[config.mk]
export PLATFORM = sky130hd
export DESIGN_NAME = async_sram_ctrl
export DESIGN_NICKNAME = d
export VERILOG_FILES = /design/src/rtl/sramc_pkg.sv /design/src/rtl/sramc_wait_cnt.sv /design/src/rtl/sramc_rd_capture.sv /design/src/rtl/async_sram_ctrl.sv
export SDC_FILE = /design/constraint.sdc
export NUM_CORES = 1
export LEC_CHECK = 0
export BUFFER_PORTS_ARGS = -buffer_cell sky130_fd_sc_hd__buf_2
export CORE_MARGIN = 1.5
export CORE_UTILIZATION = 40
export CTS_BUF_LIST = sky130_fd_sc_hd__clkbuf_4 sky130_fd_sc_hd__clkbuf_8 sky130_fd_sc_hd__clkbuf_16
export DETAILED_ROUTE_END_ITERATION = 8
export GPL_ROUTABILITY_DRIVEN = 0
export PLACE_DENSITY = 0.73
export SKIP_CTS_REPAIR_TIMING = 1
export SYNTH_ARGS = -nofsm -noshare
export SYNTH_HDL_FRONTEND = slang
export SYNTH_SLANG_ARGS = --single-unit
export TNS_END_PERCENT = 50
[constraint.sdc]
create_clock -name clk -period 1.2 [get_ports clk]
set_input_delay 0.24 -clock clk [delete_from_list [all_inputs] [get_ports clk]]
set_output_delay 0.24 -clock clk [all_outputs]
set_load 0.01 [all_outputs]
[src/rtl/sramc_pkg.sv]
// Shared types for the asynchronous SRAM controller.
// Assumes: one access in flight at a time.
package sramc_pkg;
    typedef enum logic [2:0] {
        ST_IDLE,
        ST_WSETUP,
        ST_WPULSE,
        ST_WHOLD,
        ST_RACCESS
    } sramc_state_e;
endpackage

[src/rtl/sramc_wait_cnt.sv]
// Wait-state down counter: loaded with (cycles - 1) when a timed phase
// begins, reports done in the final cycle of that phase.
// Assumes: load values never exceed MAX_LOAD.
module sramc_wait_cnt #(
    parameter int MAX_LOAD = 1,
    localparam int CNT_W   = (MAX_LOAD > 0) ? $clog2(MAX_LOAD + 1) : 1
) (
    input  logic             clk,
    input  logic             rst_n,
    input  logic             load,
    input  logic [CNT_W-1:0] load_val,
    output logic             done
);
    generate
        if (MAX_LOAD == 0) begin : g_no_cnt
            // every timed phase is one cycle long, no storage needed
            assign done = 1'b1;
        end else begin : g_cnt
            logic [CNT_W-1:0] cnt_q;

            // count down the remaining cycles of the current phase
            always_ff @(posedge clk) begin
                if (!rst_n)
                    cnt_q <= '0;
                else if (load)
                    cnt_q <= load_val;
                else if (cnt_q != '0)
                    cnt_q <= cnt_q - 1'b1;
            end

            assign done = (cnt_q == '0);
        end
    endgenerate
endmodule

[src/rtl/sramc_rd_capture.sv]
// Read-return register: samples the memory bus on request and raises a
// one-cycle valid flag alongside the held word.
// Assumes: capture is a single-cycle strobe from the sequencer.
module sramc_rd_capture #(
    parameter int DATA_W = 4
) (
    input  logic              clk,
    input  logic              rst_n,
    input  logic              capture,
    input  logic [DATA_W-1:0] bus_in,
    output logic [DATA_W-1:0] word_q,
    output logic              valid_q
);
    // hold the captured word until the next read replaces it
    always_ff @(posedge clk) begin
        if (!rst_n)
            word_q <= '0;
        else if (capture)
            word_q <= bus_in;
    end

    // valid follows the capture strobe by one cycle
    always_ff @(posedge clk) begin
        if (!rst_n)
            valid_q <= 1'b0;
        else
            valid_q <= capture;
    end
endmodule

[src/rtl/async_sram_ctrl.sv]
// Asynchronous SRAM access controller: one host word per request, turned
// into registered chip-select / write-enable / output-enable sequences.
// Assumes: READ_WAIT >= 1 and WRITE_WAIT >= 1, chosen from the clock period
// and the memory speed grade; the pad ring builds the tri-state buffer from
// mem_dq_out / mem_dq_oe.
module async_sram_ctrl
    import sramc_pkg::*;
#(
    parameter int ADDR_W     = 18,
    parameter int DATA_W     = 4,
    parameter int READ_WAIT  = 2,
    parameter int WRITE_WAIT = 2
) (
    input  logic              clk,
    input  logic              rst_n,
    input  logic              req_valid,
    output logic              req_ready,
    input  logic              req_write,
    input  logic [ADDR_W-1:0] req_addr,
    input  logic [DATA_W-1:0] req_wdata,
    output logic              rd_valid,
    output logic [DATA_W-1:0] rd_data,
    output logic [ADDR_W-1:0] mem_addr,
    output logic              mem_cs_n,
    output logic              mem_we_n,
    output logic              mem_oe_n,
    output logic [DATA_W-1:0] mem_dq_out,
    input  logic [DATA_W-1:0] mem_dq_in,
    output logic              mem_dq_oe
);
    localparam int RD_LOAD  = READ_WAIT - 1;
    localparam int WR_LOAD  = WRITE_WAIT - 1;
    localparam int MAX_LOAD = (RD_LOAD > WR_LOAD) ? RD_LOAD : WR_LOAD;
    localparam int CNT_W    = (MAX_LOAD > 0) ? $clog2(MAX_LOAD + 1) : 1;

    sramc_state_e     state_q, state_nx;
    logic             accept;
    logic             cnt_load;
    logic [CNT_W-1:0] cnt_val;
    logic             cnt_done;
    logic             capture;

    assign accept  = req_valid && req_ready;
    assign capture = (state_q == ST_RACCESS) && cnt_done;

    // sequencer next state and wait-counter loading
    always_comb begin
        state_nx = state_q;
        cnt_load = 1'b0;
        cnt_val  = '0;
        unique case (state_q)
            ST_IDLE: begin
                if (accept) begin
                    if (req_write) begin
                        state_nx = ST_WSETUP;
                    end else begin
                        state_nx = ST_RACCESS;
                        cnt_load = 1'b1;
                        cnt_val  = CNT_W'(RD_LOAD);
                    end
                end
            end
            ST_WSETUP: begin
                state_nx = ST_WPULSE;
                cnt_load = 1'b1;
                cnt_val  = CNT_W'(WR_LOAD);
            end
            ST_WPULSE:  if (cnt_done) state_nx = ST_WHOLD;
            ST_WHOLD:   state_nx = ST_IDLE;
            ST_RACCESS: if (cnt_done) state_nx = ST_IDLE;
            default:    state_nx = ST_IDLE;
        endcase
    end

    // state register
    always_ff @(posedge clk) begin
        if (!rst_n)
            state_q <= ST_IDLE;
        else
            state_q <= state_nx;
    end

    // strobes registered from the next state so the memory sees clean edges
    always_ff @(posedge clk) begin
        if (!rst_n) begin
            mem_cs_n  <= 1'b1;
            mem_we_n  <= 1'b1;
            mem_oe_n  <= 1'b1;
            mem_dq_oe <= 1'b0;
            req_ready <= 1'b1;
        end else begin
            mem_cs_n  <= (state_nx == ST_IDLE);
            mem_we_n  <= (state_nx != ST_WPULSE);
            mem_oe_n  <= (state_nx != ST_RACCESS);
            mem_dq_oe <= (state_nx == ST_WSETUP) || (state_nx == ST_WPULSE)
                         || (state_nx == ST_WHOLD);
            req_ready <= (state_nx == ST_IDLE);
        end
    end

    // address and write data latched when a request is taken
    always_ff @(posedge clk) begin
        if (!rst_n) begin
            mem_addr   <= '0;
            mem_dq_out <= '0;
        end else if (accept) begin
            mem_addr   <= req_addr;
            mem_dq_out <= req_write ? req_wdata : '0;
        end
    end

    sramc_wait_cnt #(
        .MAX_LOAD (MAX_LOAD)
    ) u_wait (
        .clk      (clk),
        .rst_n    (rst_n),
        .load     (cnt_load),
        .load_val (cnt_val),
        .done     (cnt_done)
    );

    sramc_rd_capture #(
        .DATA_W (DATA_W)
    ) u_rdcap (
        .clk     (clk),
        .rst_n   (rst_n),
        .capture (capture),
        .bus_in  (mem_dq_in),
        .word_q  (rd_data),
        .valid_q (rd_valid)
    );

    // ---------------- assertions ----------------
    p_standby_idle_r2: assert property (@(posedge clk) disable iff (!rst_n)
        req_ready |-> (mem_cs_n && mem_we_n && mem_oe_n));

    p_we_fall_setup_r3: assert property (@(posedge clk) disable iff (!rst_n)
        $fell(mem_we_n) |-> (!$past(mem_cs_n) && $past(mem_dq_oe) && $stable(mem_addr)));

    p_we_rise_hold_r3: assert property (@(posedge clk) disable iff (!rst_n)
        $rose(mem_we_n) |-> (!mem_cs_n && mem_dq_oe));

    p_no_bus_fight_r4: assert property (@(posedge clk) disable iff (!rst_n)
        mem_dq_oe |-> mem_oe_n);

    p_oe_after_release_r4: assert property (@(posedge clk) disable iff (!rst_n)
        $fell(mem_oe_n) |-> !$past(mem_dq_oe));

    p_read_quiet_r5: assert property (@(posedge clk) disable iff (!rst_n)
        !mem_oe_n |-> (mem_we_n && !mem_cs_n && !mem_dq_oe));

    p_rdvalid_pulse_r6: assert property (@(posedge clk) disable iff (!rst_n)
        rd_valid |-> (req_ready && !$past(mem_oe_n)) ##1 !rd_valid);

    p_addr_steady_r8: assert property (@(posedge clk) disable iff (!rst_n)
        (!mem_cs_n && !$past(mem_cs_n)) |-> $stable(mem_addr));
endmodule

-- Word-level counts from Yosys, hierarchy flattened
Index checks and enable logic that the tools add are counted.
- register bits: 35
- input bits: 30
- output and inout bits: 32
- word-level logic and storage cells: 37
- $add $sub $neg: 1
- eq/ne operators: 8
- mux-type cells: 11
- bitwise operators: 1
- reductions and logical operators: 6
- operator list (cell ; number):
    two-way mux 3 bit ; 4
    one-hot mux 3 bit (4 select lines) ; 1
    equality test 3 x 2 -> 1 bit (second input constant) ; 3
    equality test 3 x 1 -> 1 bit (second input constant) ; 2
    zero test 3 bit ; 2
    two-way mux 1 bit ; 4
    two-way mux 4 bit ; 1
    equality test 3 bit (second input constant) ; 1
    inequality test 3 x 2 -> 1 bit (second input constant) ; 1
    inequality test 3 bit (second input constant) ; 1
    logical AND 1 bit ; 2
    logical OR 1 bit ; 2
    one-hot mux 1 bit (2 select lines) ; 1
    NOT 1 bit ; 1
    subtractor 1 bit (second input constant) ; 1

-- Longest topological paths before layout
- depth after elaboration: 6
- mapped depth: 5
- gate-level depth less buffers: 3

-- Hierarchy
From an unflattened synthesis, not the netlist that was laid out.
- cells, all modules: 147
- area total of the unflattened synthesis: 1350.0 sq um
- modules (own cells, without submodules) (module ; times used ; cells an instance ; area an instance (sq um) ; sequential area each (sq um)):
    async_sram_ctrl ; 1 ; 129 ; 1136.1 ; 580.6
    sramc_rd_capture ; 1 ; 15 ; 183.9 ; 100.1
    sramc_wait_cnt ; 1 ; 3 ; 30.0 ; 20.0

-- Worst setup path after synthesis
OpenSTA, ideal clock, no wires.
- path type: reg2reg
- start: register, netlist name mem_cs_n
- end: register mem_dq_out[3]
- library setup time: 0.076 ns
- arrival: 1.115 ns
- data required time: 1.124 ns
- path slack: 0.009 ns
- stages on the path, launching flop included: 6
- buffers on the path: 2
- period minus slack after synthesis: 1.191 ns
- path through: dfxtp_1 -> and2_1 -> clkbuf_1 -> buf_2 -> nand3_1 -> a21boi_0
- RTL lines (item ; RTL line ; text):
    end signal, assigned ; async_sram_ctrl.sv:108 ; mem_dq_out <= req_write ? req_wdata : '0;
    end, declared ; async_sram_ctrl.sv:27 ; output logic [DATA_W-1:0] mem_dq_out,

-- Final worst setup path
- start: register state_q[0]
- end: register u_rdcap.word_q[0]
- word-level cells in the longest chain between the ends: 2
- ends and longest elaborated chain (item ; RTL line ; text):
    start, declared ; async_sram_ctrl.sv:36 ; sramc_state_e state_q, state_nx;
    start signal, assigned ; async_sram_ctrl.sv:80 ; state_q <= state_nx;
    equality test 3 bit ; async_sram_ctrl.sv:44 ; assign capture = (state_q == ST_RACCESS) && cnt_done;
    logical AND 1 bit ; async_sram_ctrl.sv:44 ;
    end signal, assigned ; sramc_rd_capture.sv:19 ; word_q <= bus_in;
    end, declared ; sramc_rd_capture.sv:11 ; output logic [DATA_W-1:0] word_q,
No other way between the ends.
A chain may end at the register's enable or synchronous reset.

==> flow_summary.ini <==
[place]
dpl_cell_area_sq_mm = 0.00174
port_buffers = 61
pre_cts_slack_ns = -0.0223
post-dp-hpwl_microns = 2050

[final_layout]
layout-drive-gt1-share = 0.380
finish.instance_area_sq_mm = 0.00181
n_fill_cell = 293
mostFrequentLayoutCell = buf_2
layout_common_cells = buf_2, nand2_1, dfxtp_1
antenna_cells = 0
nets = 245
syn2layout_area_growth_pct = 34.0

[detailed_routing]
via_count = 1203
wl_per_cell_microns = 10.8
ant_nets = 0
dr.pass1.iters = 4
vias_per_cell = 4.63
drt_wl_total_microns = 2800
drtIter0Drc = 44
post-route-drc-count = 0

[floorplanning]
die_area_sq_mm = 0.00373
core.rowCount = 20
chipWidth_microns = 61.0
boundaryPins = 62
start_util = 0.431
core_area_sq_mm = 0.00313
fp.dieH_microns = 61.0

[global_route]
grt_pass1_vias = 1054
grt_pass1_wl_microns = 4510
grt_start_max_net_pins = 23
antenna_found_initial = 0
grt.overflow.total = 0
grt_usage = 0.161

[critical_path]
crit_chain = nor4b_4 > buf_4 > mux2i_1 > nor2b_1
crit_slowest_cell = dfxtp_1
start_kind = flip-flop
crit_fanout = 5
crit_path_end_kind = flip-flop
critPathMaxStageDelay_ns = 0.35
worst_ep_required_time_ns = 1.42
cp.arrival_ns = 1.37
worstSetupPathType = reg2reg

[cts]
clk_pin_slew_worst_paths_ns = 0.10
cts_buffer_depth = 2
cts_tree = done
cts_max_level = 2
cts_sinks = 35
numCtsBuffers = 5
clock_latency_ns = 0.32
clockRootBuffer = clkbuf_4

[logic_synthesis]
synth_cell_types = 26
netlist_area_sq_mm = 0.00135
synth-seq-cells = 35
syn_inst = 149
syn-num-nets = 179
syn_avg_cell_area_sq_um = 9.04
ys_seq_area_frac = 0.520
yosysWarnings = 0

[sta]
finalSetupViolations = 0
finalSetupTns_ns = 0
tightest_slew_ns = 0.263
slew_viol_final = 0
fin_ws_ns = 0.0478
finalHoldViolations = 0
fin_crit_sh = 0.960
skew_ns = 0.00416
max_slew_margin = 0.823
period_minus_slack_ns = 1.15
fmaxAchievable_mhz = 868

[power_and_ir_drop]
cellLeakagePower_uw = 0.000824
cellPowerDensity_mw_per_mm2 = 1300
peakVddDrop_uv = 736

[hold_path]
hold_class = in2reg

[outcome]
status = finished, final reports clean

[run]
maxCapViolCount = 0
area by class of cell:
type,instances,area (sq um),share of cell area
clock buffer,7,52.6,0.0291
clock inverter,1,5.00,0.00277
inverter,1,3.75,0.00208
multi-input combinational,102,589,0.326
sequential,35,702,0.389
tap,44,55.1,0.0305
timing repair buffer,70,398,0.220
through the flow:
step / hold WS [ns] / std cells / util / power, uW
after floorplan: 0.385 / 149 / - / 1550
after global placement: 0.450 / 251 / 0.555 / 1740
after detailed placement: 0.456 / 251 / 0.555 / 1740
after CTS: 0.137 / 259 / 0.574 / 2380
after global routing: 0.145 / 260 / 0.577 / 2500
final: 0.153 / 260 / 0.577 / 2350
cells by family (layout without fill, tap and decap cells):
kind of cell,after synthesis,after routing,share of synthesized area
multiplexers,4,4,0.0297
buffers and inverters,12,79,0.0446
AO/OA/AOI/OAI,32,32,0.170
AND/OR/NAND/NOR,66,66,0.236
flip-flops,35,35,0.520
metal layers:
layer	part of all wire	global-route usage	up-vias
met2	0.44	0.257	48
li1	-	-	622
met3	0.082	0.0567	3
met5	0	0	-
met4	0.0068	0.0528	0
met1	0.47	0.203	530
state kept, by name, summed over array words and instances, names as in the netlist:
register,flops
mem_we_n,1
mem_dq_oe,1
u_rdcap.valid_q,1
mem_addr,18
mem_oe_n,1
mem_cs_n,1
mem_dq_out,4
state_q,3
u_rdcap.word_q,4
u_wait.g_cnt.cnt_q,1
critical path: cells and delay by family, from the launching register on:
family | cells | cell delay (ns)
DFF | 1 | 0.35
buffers and inverters | 1 | 0.18
muxes | 1 | 0.20
and+or+nand+nor | 2 | 0.33
power by group:
part           internal [uW]  switching [uW]  leakage (uW)
Combinational            212             221      0.000501
Sequential              1240            43.7      0.000286
Clock                    274             359     0.0000361
Total                   1730             624      0.000824
final timing paths:
| kind | startpoint | endpoint | slack, ns | depth (start not counted) |
|---|---|---|---|---|
| worst max register to register | state_q[0] | u_rdcap.word_q[0] | 0.05 | 4 |
| worst max-delay path | state_q[0] | u_rdcap.word_q[0] | 0.05 | 4 |
| worst min register to register | mem_addr[6] | mem_addr[6] | 0.47 | 2 |
| worst min-delay path | req_addr[14] | mem_addr[14] | 0.15 | 3 |
synth_stat cells, drive strengths merged:
| cell type | count | share of area |
|---|---|---|
| dfxtp | 35 | 0.52 |
| a21o | 1 | 0.0056 |
| nand3 | 5 | 0.019 |
| nor2 | 1 | 0.0028 |
| and2 | 2 | 0.010 |
| nor2b | 4 | 0.019 |
| clkbuf | 6 | 0.017 |
| and3 | 1 | 0.0046 |
| a211oi | 1 | 0.0056 |
| a21oi | 4 | 0.015 |
| a21boi | 23 | 0.13 |
| o31ai | 1 | 0.0056 |
| nand2 | 42 | 0.12 |
| nand2b | 4 | 0.019 |
| nor3 | 3 | 0.011 |
| o31a | 1 | 0.0065 |
| nor4b | 1 | 0.018 |
| inv | 1 | 0.0028 |
| mux2i | 4 | 0.030 |
| o21ai | 1 | 0.0037 |
| or2b | 1 | 0.0056 |
| buf | 5 | 0.025 |
| nand3b | 2 | 0.011 |
No activity file was read; power rests on OpenSTA's default activity.
